==> config.mk <==
export PLATFORM = sky130hd
export DESIGN_NAME = io_window_dec
export DESIGN_NICKNAME = d
export VERILOG_FILES = /design/src/rtl/io_win_pkg.sv /design/src/rtl/io_win_decode.sv /design/src/rtl/io_win_merge.sv /design/src/rtl/io_win_extract.sv /design/src/rtl/io_window_dec.sv
export SDC_FILE = /design/constraint.sdc
export NUM_CORES = 1
export LEC_CHECK = 0
export ABC_AREA = 1
export ABC_CLOCK_PERIOD_IN_PS = 2900
export BUFFER_PORTS_ARGS = -buffer_cell sky130_fd_sc_hd__buf_2
export CAP_MARGIN = 20
export CORE_MARGIN = 1
export CORE_UTILIZATION = 33
export DETAILED_ROUTE_END_ITERATION = 10
export PLACE_DENSITY = 0.73
export SETUP_SLACK_MARGIN = 0.05
export SYNTH_ARGS = -nofsm -noshare
export SYNTH_HDL_FRONTEND = slang
export SYNTH_SLANG_ARGS = --single-unit
==> constraint.sdc <==
create_clock -name clk_i -period 2.9 [get_ports clk_i]
set_clock_uncertainty 0.05 [all_clocks]
set_input_delay 0.58 -clock clk_i [delete_from_list [all_inputs] [get_ports clk_i]]
set_output_delay 0.58 -clock clk_i [all_outputs]
set_load 0.01 [all_outputs]
==> src/rtl/io_win_pkg.sv <==
package io_win_pkg;
  typedef enum logic [1:0] {
    RGN_NONE = 2'd0,
    RGN_CORE = 2'd1,
    RGN_DMA  = 2'd2,
    RGN_CTL  = 2'd3
  } region_e;
endpackage

==> src/rtl/io_win_decode.sv <==
module io_win_decode
  import io_win_pkg::*;
#(
  parameter int ADDR_W     = 7,
  parameter int CORE_BASE  = 'h00,
  parameter int CORE_WORDS = 16,
  parameter int DMA_BASE   = 'h40,
  parameter int DMA_WORDS  = 8,
  parameter int CTL_ADDR   = 'h70,
  localparam int WA_W      = ADDR_W - 2,
  localparam int CORE_IW   = $clog2(CORE_WORDS),
  localparam int DMA_IW    = $clog2(DMA_WORDS)
) (
  input  logic [WA_W-1:0]    word_addr_i,
  output region_e            region_o,
  output logic [CORE_IW-1:0] core_idx_o,
  output logic [DMA_IW-1:0]  dma_idx_o
);
  localparam logic [WA_W-1:0] CORE_WA = WA_W'(CORE_BASE / 4);
  localparam logic [WA_W-1:0] DMA_WA  = WA_W'(DMA_BASE / 4);
  localparam logic [WA_W-1:0] CTL_WA  = WA_W'(CTL_ADDR / 4);
  localparam logic [WA_W:0]   CORE_END = (WA_W+1)'(CORE_BASE / 4 + CORE_WORDS);
  localparam logic [WA_W:0]   DMA_END  = (WA_W+1)'(DMA_BASE / 4 + DMA_WORDS);

  logic [WA_W-1:0] core_off, dma_off;
  logic            in_core, in_dma;

  assign core_off = word_addr_i - CORE_WA;
  assign dma_off  = word_addr_i - DMA_WA;
  assign in_core  = (word_addr_i >= CORE_WA) && ({1'b0, word_addr_i} < CORE_END);
  assign in_dma   = (word_addr_i >= DMA_WA) && ({1'b0, word_addr_i} < DMA_END);

  assign core_idx_o = core_off[CORE_IW-1:0];
  assign dma_idx_o  = dma_off[DMA_IW-1:0];

  always_comb begin
    if (in_core)                    region_o = RGN_CORE;
    else if (in_dma)                region_o = RGN_DMA;
    else if (word_addr_i == CTL_WA) region_o = RGN_CTL;
    else                            region_o = RGN_NONE;
  end
endmodule

==> src/rtl/io_win_merge.sv <==
module io_win_merge #(
  parameter int DATA_W = 32,
  localparam int NB    = DATA_W / 8,
  localparam int LANE_W = $clog2(NB),
  localparam int SIZE_W = LANE_W + 1
) (
  input  logic [DATA_W-1:0] cur_i,
  input  logic [DATA_W-1:0] wdata_i,
  input  logic [LANE_W-1:0] off_i,
  input  logic [SIZE_W-1:0] size_i,
  output logic [DATA_W-1:0] merged_o
);
  logic [DATA_W-1:0] wsh;
  assign wsh = wdata_i << {off_i, 3'b000};

  for (genvar l = 0; l < NB; l++) begin : g_lane
    logic hit;
    assign hit = (l >= int'(off_i)) && (l < int'(off_i) + int'(size_i));
    assign merged_o[l*8 +: 8] = hit ? wsh[l*8 +: 8] : cur_i[l*8 +: 8];
  end
endmodule

==> src/rtl/io_win_extract.sv <==
module io_win_extract #(
  parameter int DATA_W = 32,
  localparam int NB    = DATA_W / 8,
  localparam int LANE_W = $clog2(NB),
  localparam int SIZE_W = LANE_W + 1
) (
  input  logic [DATA_W-1:0] word_i,
  input  logic [LANE_W-1:0] off_i,
  input  logic [SIZE_W-1:0] size_i,
  output logic [DATA_W-1:0] data_o
);
  logic [DATA_W-1:0] shifted;
  assign shifted = word_i >> {off_i, 3'b000};

  for (genvar l = 0; l < NB; l++) begin : g_lane
    assign data_o[l*8 +: 8] = (l < int'(size_i)) ? shifted[l*8 +: 8] : 8'h00;
  end
endmodule

==> src/rtl/io_window_dec.sv <==
module io_window_dec
  import io_win_pkg::*;
#(
  parameter int ADDR_W     = 7,
  parameter int DATA_W     = 32,
  parameter int CORE_BASE  = 'h00,
  parameter int CORE_WORDS = 16,
  parameter int DMA_BASE   = 'h40,
  parameter int DMA_WORDS  = 8,
  parameter int CTL_ADDR   = 'h70,
  localparam int NB        = DATA_W / 8,
  localparam int LANE_W    = $clog2(NB),
  localparam int SIZE_W    = LANE_W + 1,
  localparam int CORE_IW   = $clog2(CORE_WORDS),
  localparam int DMA_IW    = $clog2(DMA_WORDS)
) (
  input  logic               clk_i,
  input  logic               rst_ni,
  input  logic               req_valid_i,
  input  logic               req_write_i,
  input  logic [ADDR_W-1:0]  req_addr_i,
  input  logic [SIZE_W-1:0]  req_size_i,
  input  logic [DATA_W-1:0]  req_wdata_i,
  output logic               rsp_valid_o,
  output logic [DATA_W-1:0]  rsp_rdata_o,
  output logic [CORE_IW-1:0] core_idx_o,
  input  logic [DATA_W-1:0]  core_rdata_i,
  output logic               core_we_o,
  output logic [DATA_W-1:0]  core_wdata_o,
  output logic [DMA_IW-1:0]  dma_idx_o,
  input  logic [DATA_W-1:0]  dma_rdata_i,
  output logic               dma_we_o,
  output logic [DATA_W-1:0]  dma_wdata_o,
  input  logic [DATA_W-1:0]  ctl_rdata_i,
  output logic               ctl_we_o,
  output logic [DATA_W-1:0]  ctl_wdata_o
);
  region_e           region;
  logic [DATA_W-1:0] cur_word, merged, rd_data;
  logic [LANE_W-1:0] off;
  logic              wr_go, rd_go;

  assign off   = req_addr_i[LANE_W-1:0];
  assign wr_go = req_valid_i && req_write_i;
  assign rd_go = req_valid_i && !req_write_i;

  io_win_decode #(
    .ADDR_W(ADDR_W), .CORE_BASE(CORE_BASE), .CORE_WORDS(CORE_WORDS),
    .DMA_BASE(DMA_BASE), .DMA_WORDS(DMA_WORDS), .CTL_ADDR(CTL_ADDR)
  ) u_decode (
    .word_addr_i (req_addr_i[ADDR_W-1:2]),
    .region_o    (region),
    .core_idx_o  (core_idx_o),
    .dma_idx_o   (dma_idx_o)
  );

  always_comb begin
    unique case (region)
      RGN_CORE: cur_word = core_rdata_i;
      RGN_DMA:  cur_word = dma_rdata_i;
      RGN_CTL:  cur_word = ctl_rdata_i;
      default:  cur_word = '0;
    endcase
  end

  io_win_merge #(.DATA_W(DATA_W)) u_merge (
    .cur_i    (cur_word),
    .wdata_i  (req_wdata_i),
    .off_i    (off),
    .size_i   (req_size_i),
    .merged_o (merged)
  );

  io_win_extract #(.DATA_W(DATA_W)) u_extract (
    .word_i (cur_word),
    .off_i  (off),
    .size_i (req_size_i),
    .data_o (rd_data)
  );

  assign core_we_o    = wr_go && (region == RGN_CORE);
  assign dma_we_o     = wr_go && (region == RGN_DMA);
  assign ctl_we_o     = wr_go && (region == RGN_CTL);
  assign core_wdata_o = merged;
  assign dma_wdata_o  = merged;
  assign ctl_wdata_o  = merged;

  always_ff @(posedge clk_i or negedge rst_ni) begin
    if (!rst_ni) begin
      rsp_valid_o <= 1'b0;
      rsp_rdata_o <= '0;
    end else begin
      rsp_valid_o <= rd_go;
      if (rd_go) rsp_rdata_o <= rd_data;
    end
  end

  // input contract: legal byte count
  p_size_legal_r9: assert property (@(posedge clk_i) disable iff (!rst_ni)
    req_valid_i |-> (req_size_i >= SIZE_W'(1) && req_size_i <= SIZE_W'(NB)));

  p_one_strobe_r7: assert property (@(posedge clk_i) disable iff (!rst_ni)
    $onehot0({core_we_o, dma_we_o, ctl_we_o}));

  p_strobe_needs_write_r7: assert property (@(posedge clk_i) disable iff (!rst_ni)
    (core_we_o || dma_we_o || ctl_we_o) |-> (req_valid_i && req_write_i));

  p_rsp_follows_read_r8: assert property (@(posedge clk_i) disable iff (!rst_ni)
    (req_valid_i && !req_write_i) |=> rsp_valid_o);

  p_no_spurious_rsp_r8: assert property (@(posedge clk_i) disable iff (!rst_ni)
    !(req_valid_i && !req_write_i) |=> !rsp_valid_o);

  p_unmapped_zero_r4: assert property (@(posedge clk_i) disable iff (!rst_ni)
    (req_valid_i && !req_write_i && region == RGN_NONE) |=> (rsp_rdata_o == '0));

  // lanes below the offset are never overwritten
  p_low_lanes_kept_r6: assert property (@(posedge clk_i) disable iff (!rst_ni)
    (core_we_o && off != '0) |-> (core_wdata_o[7:0] == core_rdata_i[7:0]));
endmodule

==> results of run 1 <==
## worst max-delay path: cells and delay by family
family                     cells  cell delay, ps
AOI/OAI and AO/OA              2             370
buffers and inverters          4             480
and+or+nand+nor                1             110
adders and majority gates      2             700
## cells in the final DEF (no fill, tap or decap), types with 8 or more instances in the layout
cell type / synthesis / layout
nand2_4: 0 / 8
nor2_1: 43 / 42
nand3_1: 115 / 109
nand2_2: 4 / 18
o21a_1: 8 / 8
buf_6: 2 / 48
o21ai_2: 11 / 8
inv_1: 52 / 51
buf_2: 19 / 238
buf_4: 78 / 30
o21ai_1: 13 / 17
dfrtp_1: 33 / 33
o21ai_4: 0 / 13
o21ai_0: 35 / 21
nand2_1: 303 / 282
## what timing repair did
action                                  CTS  global route
buffers inserted                          4             2
resized for setup                        78            54
endpoints found under the setup margin   93            96
pin swaps                                15             9
hold buffers                              0             0
gates cloned                              2             0
## per-layer routing
| layer | track usage [%] | up-vias |
|---|---|---|
| met3 | 4.39 | 34 |
| met2 | 49.1 | 285 |
| met1 | 33.9 | 2473 |
| li1 | - | 2690 |
| met4 | 6.32 | 2 |
| met5 | 0 | - |
## sequential cells by signal, summed over array words and instances, names as in the netlist
| name | count |
|---|---|
| rsp_rdata_o | 32 |
| rsp_valid_o | 1 |
## how the worst max path moves through the flow
stage                            endpoint  cells past startpoint          start  slack (ps)
after detailed placement  ctl_wdata_o[15]                      9  req_addr_i[0]        -160
after global placement    ctl_wdata_o[15]                      9  req_addr_i[0]        -120
after CTS                 dma_wdata_o[11]                      8  req_size_i[0]          10
after floorplan           ctl_wdata_o[10]                      8  req_addr_i[0]         -90
after global routing      core_wdata_o[5]                     10  req_size_i[0]         -40
final                     ctl_wdata_o[22]                      9  req_size_i[0]          20
## power breakdown
part	internal (uW)	switching (uW)	leakage [uW]
registers	512	27.9	0.000432
logic	561	749	0.00305
clock network	429	190	0.0000841
## metrics by stage
stage	cells	area [sq um]	util, %	hold WS, ps
after floorplan	738	4190	-	234
after global placement	1112	5360	43.9	411
after detailed placement	1112	5360	43.9	414
after CTS	1126	5900	48.3	345
after global routing	1129	6190	50.7	379
final	1129	6190	50.7	321
## layout make-up
type                            instances  area [sq um]  share of cell area, %
Timing Repair Buffer                  321          2050                   33.1
Sequential cell                        33           826                   13.3
Clock inverter                          1          30.0                  0.485
Tap cell                              168           210                   3.40
Multi-Input combinational cell        544          2730                   44.0
Inverter                               54           205                   3.32
Clock buffer                            7           143                   2.30
Antenna cell                            1          2.50                 0.0404
## cell families after synthesis
| family | Yosys count | synth area share (%) |
|---|---|---|
| simple gates | 471 | 46.7 |
| xor+xnor | 1 | 0.209 |
| flops | 33 | 19.7 |
| compound gates | 68 | 9.86 |
| buf+inv | 162 | 22.4 |
| fa+ha+maj | 3 | 1.08 |
==> results by group, run 1 <==
GRT
  – First-pass GRT wire length: 26800 microns
  – Largest net degree at the start of global routing: 37
  – Initial antenna violation count: 2
  – Vias in the first global route: 5102
  – Grt ovf: 0
  – GRT Util Overall: 27.3%

Timing
  – Crit path time final: 2880 ps
  – Final Hold Vio Count: 0
  – RSZ-0062 raised after global routing: true
  – Max Clk Rate: 347 MHz
  – Final setup viols: 0
  – Fin Setup TNS: 0 ps
  – Final period util: 99.3%
  – Worst-margin pin slew: 753 ps
  – Relative slew slack: 49.8%
  – Fin. max-slew vios: 0
  – Setup ws final: 20.6 ps

Critical path
  – Slowest stage delay, CP: 550 ps
  – RR Endpoint: rsp_rdata_o[24]
  – Crit path DAT: 2250 ps
  – Slowest cell on the critical path: fa_2
  – Crit path cell chain: buf_8 -> ha_4 -> fa_2 -> inv_4 -> o21ai_4 -> nand2_4 -> buf_8 -> o21ai_4 -> buf_2
  – R2R depth: 2
  – Kind of critical path: primary input to output pin
  – Register-to-Register Setup Slack: 2180 ps
  – Startpoint Class: primary input
  – Critical Path End Type: output pin
  – Critical path fanouts, max: 6
  – WP data required: 2270 ps
  – R2R Path Start: rsp_rdata_o[24]

Yosys
  – Post-Syn Nets: 883
  – Unique masters post-synth: 25
  – Top-count cell post-synth: nand2_1
  – Share of the synthesized area in the top cell type: 27.2%
  – Synth top cells by count: 303 x nand2_1, 115 x nand3_1, 78 x buf_4
  – Synth area leaders: nand2_1 27%, dfrtp_1 20%, buf_4 14%
  – Ys Warns: 0
  – Synth Flop Type: dfrtp_1
  – Syn avg cell area: 5.67 sq um
  – Sequential area share after synthesis: 19.7%
  – Async SR Flop Fraction: 100%
  – Synth Instances: 738
  – Synth Register Bits: 33
  – Post-Synthesis Cell Area: 4190 sq um
  – Area leader, netlist: nand2_1
  – EDFF count, synth: 0

Clocking
  – CTS tree: built
  – Num CTS Buffers: 5
  – H-tree levels: 2
  – CTS max path bufs: 2
  – CTS Root Cell: clkbuf_16
  – Later-pin clock latency in the skew report: 270 ps
  – CTS clk-pin slew, worst paths: 50 ps
  – Clock sinks: 33

Power
  – Leak Pwr: 0.00357 uW
  – Overall Power: 2470 uW
  – VDD IR max: 0.255 mV
  – Pwr dens: 399 nW/um^2

Min path
  – Worst hold path type: primary input to async pin

Finish
  – FILL cells: 1294
  – NumNets Final: 1104
  – Area delta synth->final: 47.8%
  – Layout cell share with drive strength beyond 1: 40.9%

Drt
  – Wire length per cell: 16.3 microns
  – First-iteration detailed-routing DRC count: 410
  – Met2 routed wirelength: 9070 microns
  – Vias: 5484
  – Uppermost layer routed: met5
  – Met3 WL: 1410 microns
  – Metal-1 WL: 7460 microns
  – DRC Markers: 0
  – 1st-pass router iterations: 6
  – DRT Wirelength: 18400 microns
  – Routed Antenna Nets: 0
  – Vias/cell: 4.86

Floorplan
  – FP Rows: 40
  – DIE AREA: 13100 sq um
  – IO Pins: 281
  – Core Region: 12200 sq um
  – Initial Util: 34.3%
  – Die Ht: 115 microns
  – DIE WIDTH: 115 microns

Place
  – Count of input and output buffers: 280
  – GPL Wtd Cong: 0.909
  – Setup WS pre-CTS: -163 ps
  – HPWL Detailed: 14500 microns

Outcome
  – Outcome: complete, no violations

Flow run
  – Max Cap Viol: 0
Power figures use the tool's default switching activity.
==> inputs of run 2 (changes only) <==
--- a/config.mk
+++ b/config.mk
@@ -6,7 +6,7 @@
 export NUM_CORES = 1
 export LEC_CHECK = 0
 export ABC_AREA = 1
-export ABC_CLOCK_PERIOD_IN_PS = 2900
+export ABC_CLOCK_PERIOD_IN_PS = 2750
 export BUFFER_PORTS_ARGS = -buffer_cell sky130_fd_sc_hd__buf_2
 export CAP_MARGIN = 20
 export CORE_MARGIN = 1
==> constraint.sdc (replaced) <==
create_clock -name clk_i -period 2.75 [get_ports clk_i]
set_clock_uncertainty 0.05 [all_clocks]
set_input_delay 0.55 -clock clk_i [delete_from_list [all_inputs] [get_ports clk_i]]
set_output_delay 0.55 -clock clk_i [all_outputs]
set_load 0.01 [all_outputs]
==> run 2 against run 1 <==
The run now ends with negative setup slack left. Non-clock buffer count decreased by 7. Register-to-register slack worse by 140 ps. Utilization down 0.46 points. Die area unchanged. Cell area shrank 0.91%. First-iteration DRC count rose by 3.9%. Sequential power increased by 5.7%. Sequential share of layout area up 0.12 points. Highest routed layer is now met4. Combinational power increased by 6%. Worst setup slack got worse by 94 ps.
==> results by group, run 2 (synthesized netlist as in run 1, its figures left out) <==
Critical path
  – Kind of critical path: primary input to output pin
  – Critical path fanouts, max: 7
  – Slowest stage delay, CP: 350 ps
  – Startpoint Class: primary input
  – Critical Path End Type: output pin
  – Slowest cell on the critical path: fa_2
  – Worst path most repeated cell: buf_6
  – Crit path DAT: 2220 ps
  – Register-to-Register Setup Slack: 2040 ps
  – WP data required: 2150 ps
  – Crit path cell chain: buf_8 -> ha_4 -> fa_2 -> xor2_2 -> nor2_4 -> buf_6 -> nand3_4 -> buf_6 -> nand3_2 -> nand2_2 -> buf_2

Power
  – VDD IR max: 0.231 mV
  – Leak Pwr: 0.00353 uW
  – Pwr dens: 408 nW/um^2

Finish
  – Layout cell share with drive strength beyond 1: 39.7%
  – Fin util: 50.2%
  – Most common cell after layout, fill and taps aside: nand2_1
  – Ant diodes: 0
  – Area delta synth->final: 46.5%
  – Max reg flops: 32
  – NumNets Final: 1097
  – Reg with most FFs: rsp_rdata_o
  – Commonest non-fill, non-tap cells in the layout: 288 x nand2_1, 232 x buf_2, 108 x nand3_1
  – Largest registers: rsp_rdata_o x32, rsp_valid_o x1

GRT
  – Global route hottest layer: met2
  – Vias in the first global route: 4967
  – GR Layer Usage met2: 42.0%
  – Met3 Resource Use GR: 3.02%
  – First-pass GRT wire length: 25700 microns
  – Grt met1 use: 34.0%
  – Largest net degree at the start of global routing: 37
  – Grt ovf: 0
  – Initial antenna violation count: 0
  – GRT Util Overall: 25.9%

Clocking
  – CTS tree: built
  – CTS max path bufs: 2
  – Clock sinks: 33
  – H-tree levels: 2
  – Num CTS Buffers: 5
  – Later-pin clock latency in the skew report: 280 ps
  – CTS clk-pin slew, worst paths: 50 ps
  – CTS Root Cell: clkbuf_16

Place
  – HPWL Detailed: 14200 microns
  – Count of input and output buffers: 280
  – GPL Wtd Cong: 0.881

Timing
  – Relative slew slack: 51.0%
  – Final setup viols: 75
  – Final period util: 103%
  – Worst-margin pin slew: 735 ps
  – Max Clk Rate: 354 MHz
  – Fin. max-slew vios: 0
  – Final Hold Vio Count: 0
  – Setup ws final: -73.7 ps
  – Crit path time final: 2820 ps
  – RSZ-0062 raised after global routing: true
  – Fin Setup TNS: -2920 ps

Outcome
  – Outcome: finished, violations left
  – Failing checks: negative setup slack

Floorplan
  – IO Pins: 281
  – Die Ht: 115 microns
  – FP Rows: 40
  – DIE AREA: 13100 sq um
  – Core Region: 12200 sq um
  – DIE WIDTH: 115 microns
  – Initial Util: 34.3%

Drt
  – Vias: 5503
  – 1st-pass router iterations: 5
  – DRC Markers: 0
  – First-iteration detailed-routing DRC count: 426
  – Routed Antenna Nets: 0
  – DRT Wirelength: 17700 microns
  – Wire length per cell: 15.8 microns
  – Vias/cell: 4.91

Flow run
  – Max Cap Viol: 0

Min path
  – Worst hold path type: primary input to async pin
run 2: cell count changes in the layout (fill, tap and decap cells not counted), moves of 2 or more:
cell      before  now
buf_4         30   22
buf_2        238  232
nand2_1      282  288
buf_6         48   53
o21ai_0       21   26
nand2_2       18   14
o21ai_2        8    4
clkinv_2       0    2
nand2_4        8    6
run 2: area by class of cell:
type	instances	area, sq um
multi-input combinational	544	2690
fill	1319	6080
timing repair buffer	314	2060
inverter	54	203
tap	168	210
clock inverter	3	17.5
clock buffer	5	125
sequential	33	826
run 2: per-stage QoR:
stage	worst slack, ps	instances	hold WS [ps]	cell area [sq um]	power (uW)
finish	-73.7	1121	284	6130	2500
detailed placement	-200	1109	411	5400	1720
global route	-138	1121	347	6130	2650
CTS	-54.3	1121	310	5810	2370
global placement	-172	1109	410	5400	1710
floorplan	-18.8	738	204	4260	1370
run 2: repair_timing:
item / CTS / global route
buffers inserted: 2 / 0
gates cloned: 2 / 0
pin swaps: 11 / 3
gates resized for setup: 46 / 60
hold buffers: 0 / 0
setup endpoints to repair: 96 / 96
run 2: metal layers:
metal	routed length [microns]	share of wire [%]	up-vias
li1	-	-	2680
met1	7460	42	2468
met2	8100	46	292
met3	1180	6.7	63
met4	914	5.2	0
met5	0	0	-
run 2: path summary, 6_finish.rpt:
check / startpoint / end / cells after the start
max: req_size_i[0] / ctl_wdata_o[5] / 11
min: rst_ni / rsp_rdata_o[19] / 1
max reg2reg: rsp_rdata_o[23] / rsp_rdata_o[23] / 2
min reg2reg: rsp_rdata_o[15] / rsp_rdata_o[15] / 2
max in group asynchronous: rst_ni / rsp_valid_o / 1
min in group clk_i: rsp_rdata_o[15] / rsp_rdata_o[15] / 2
run 2: worst max-delay path, delay by kind of cell:
family / cells / cell delay [ps]
adder cells (fa/ha/maj): 2 / 500
AND/OR/NAND/NOR: 4 / 440
XOR/XNOR: 1 / 170
buffers and inverters: 4 / 550
run 2: report_power, final:
part	switching, uW	internal (uW)
logic	780	606
registers	30.7	540
clock network	211	332
total	1020	1480
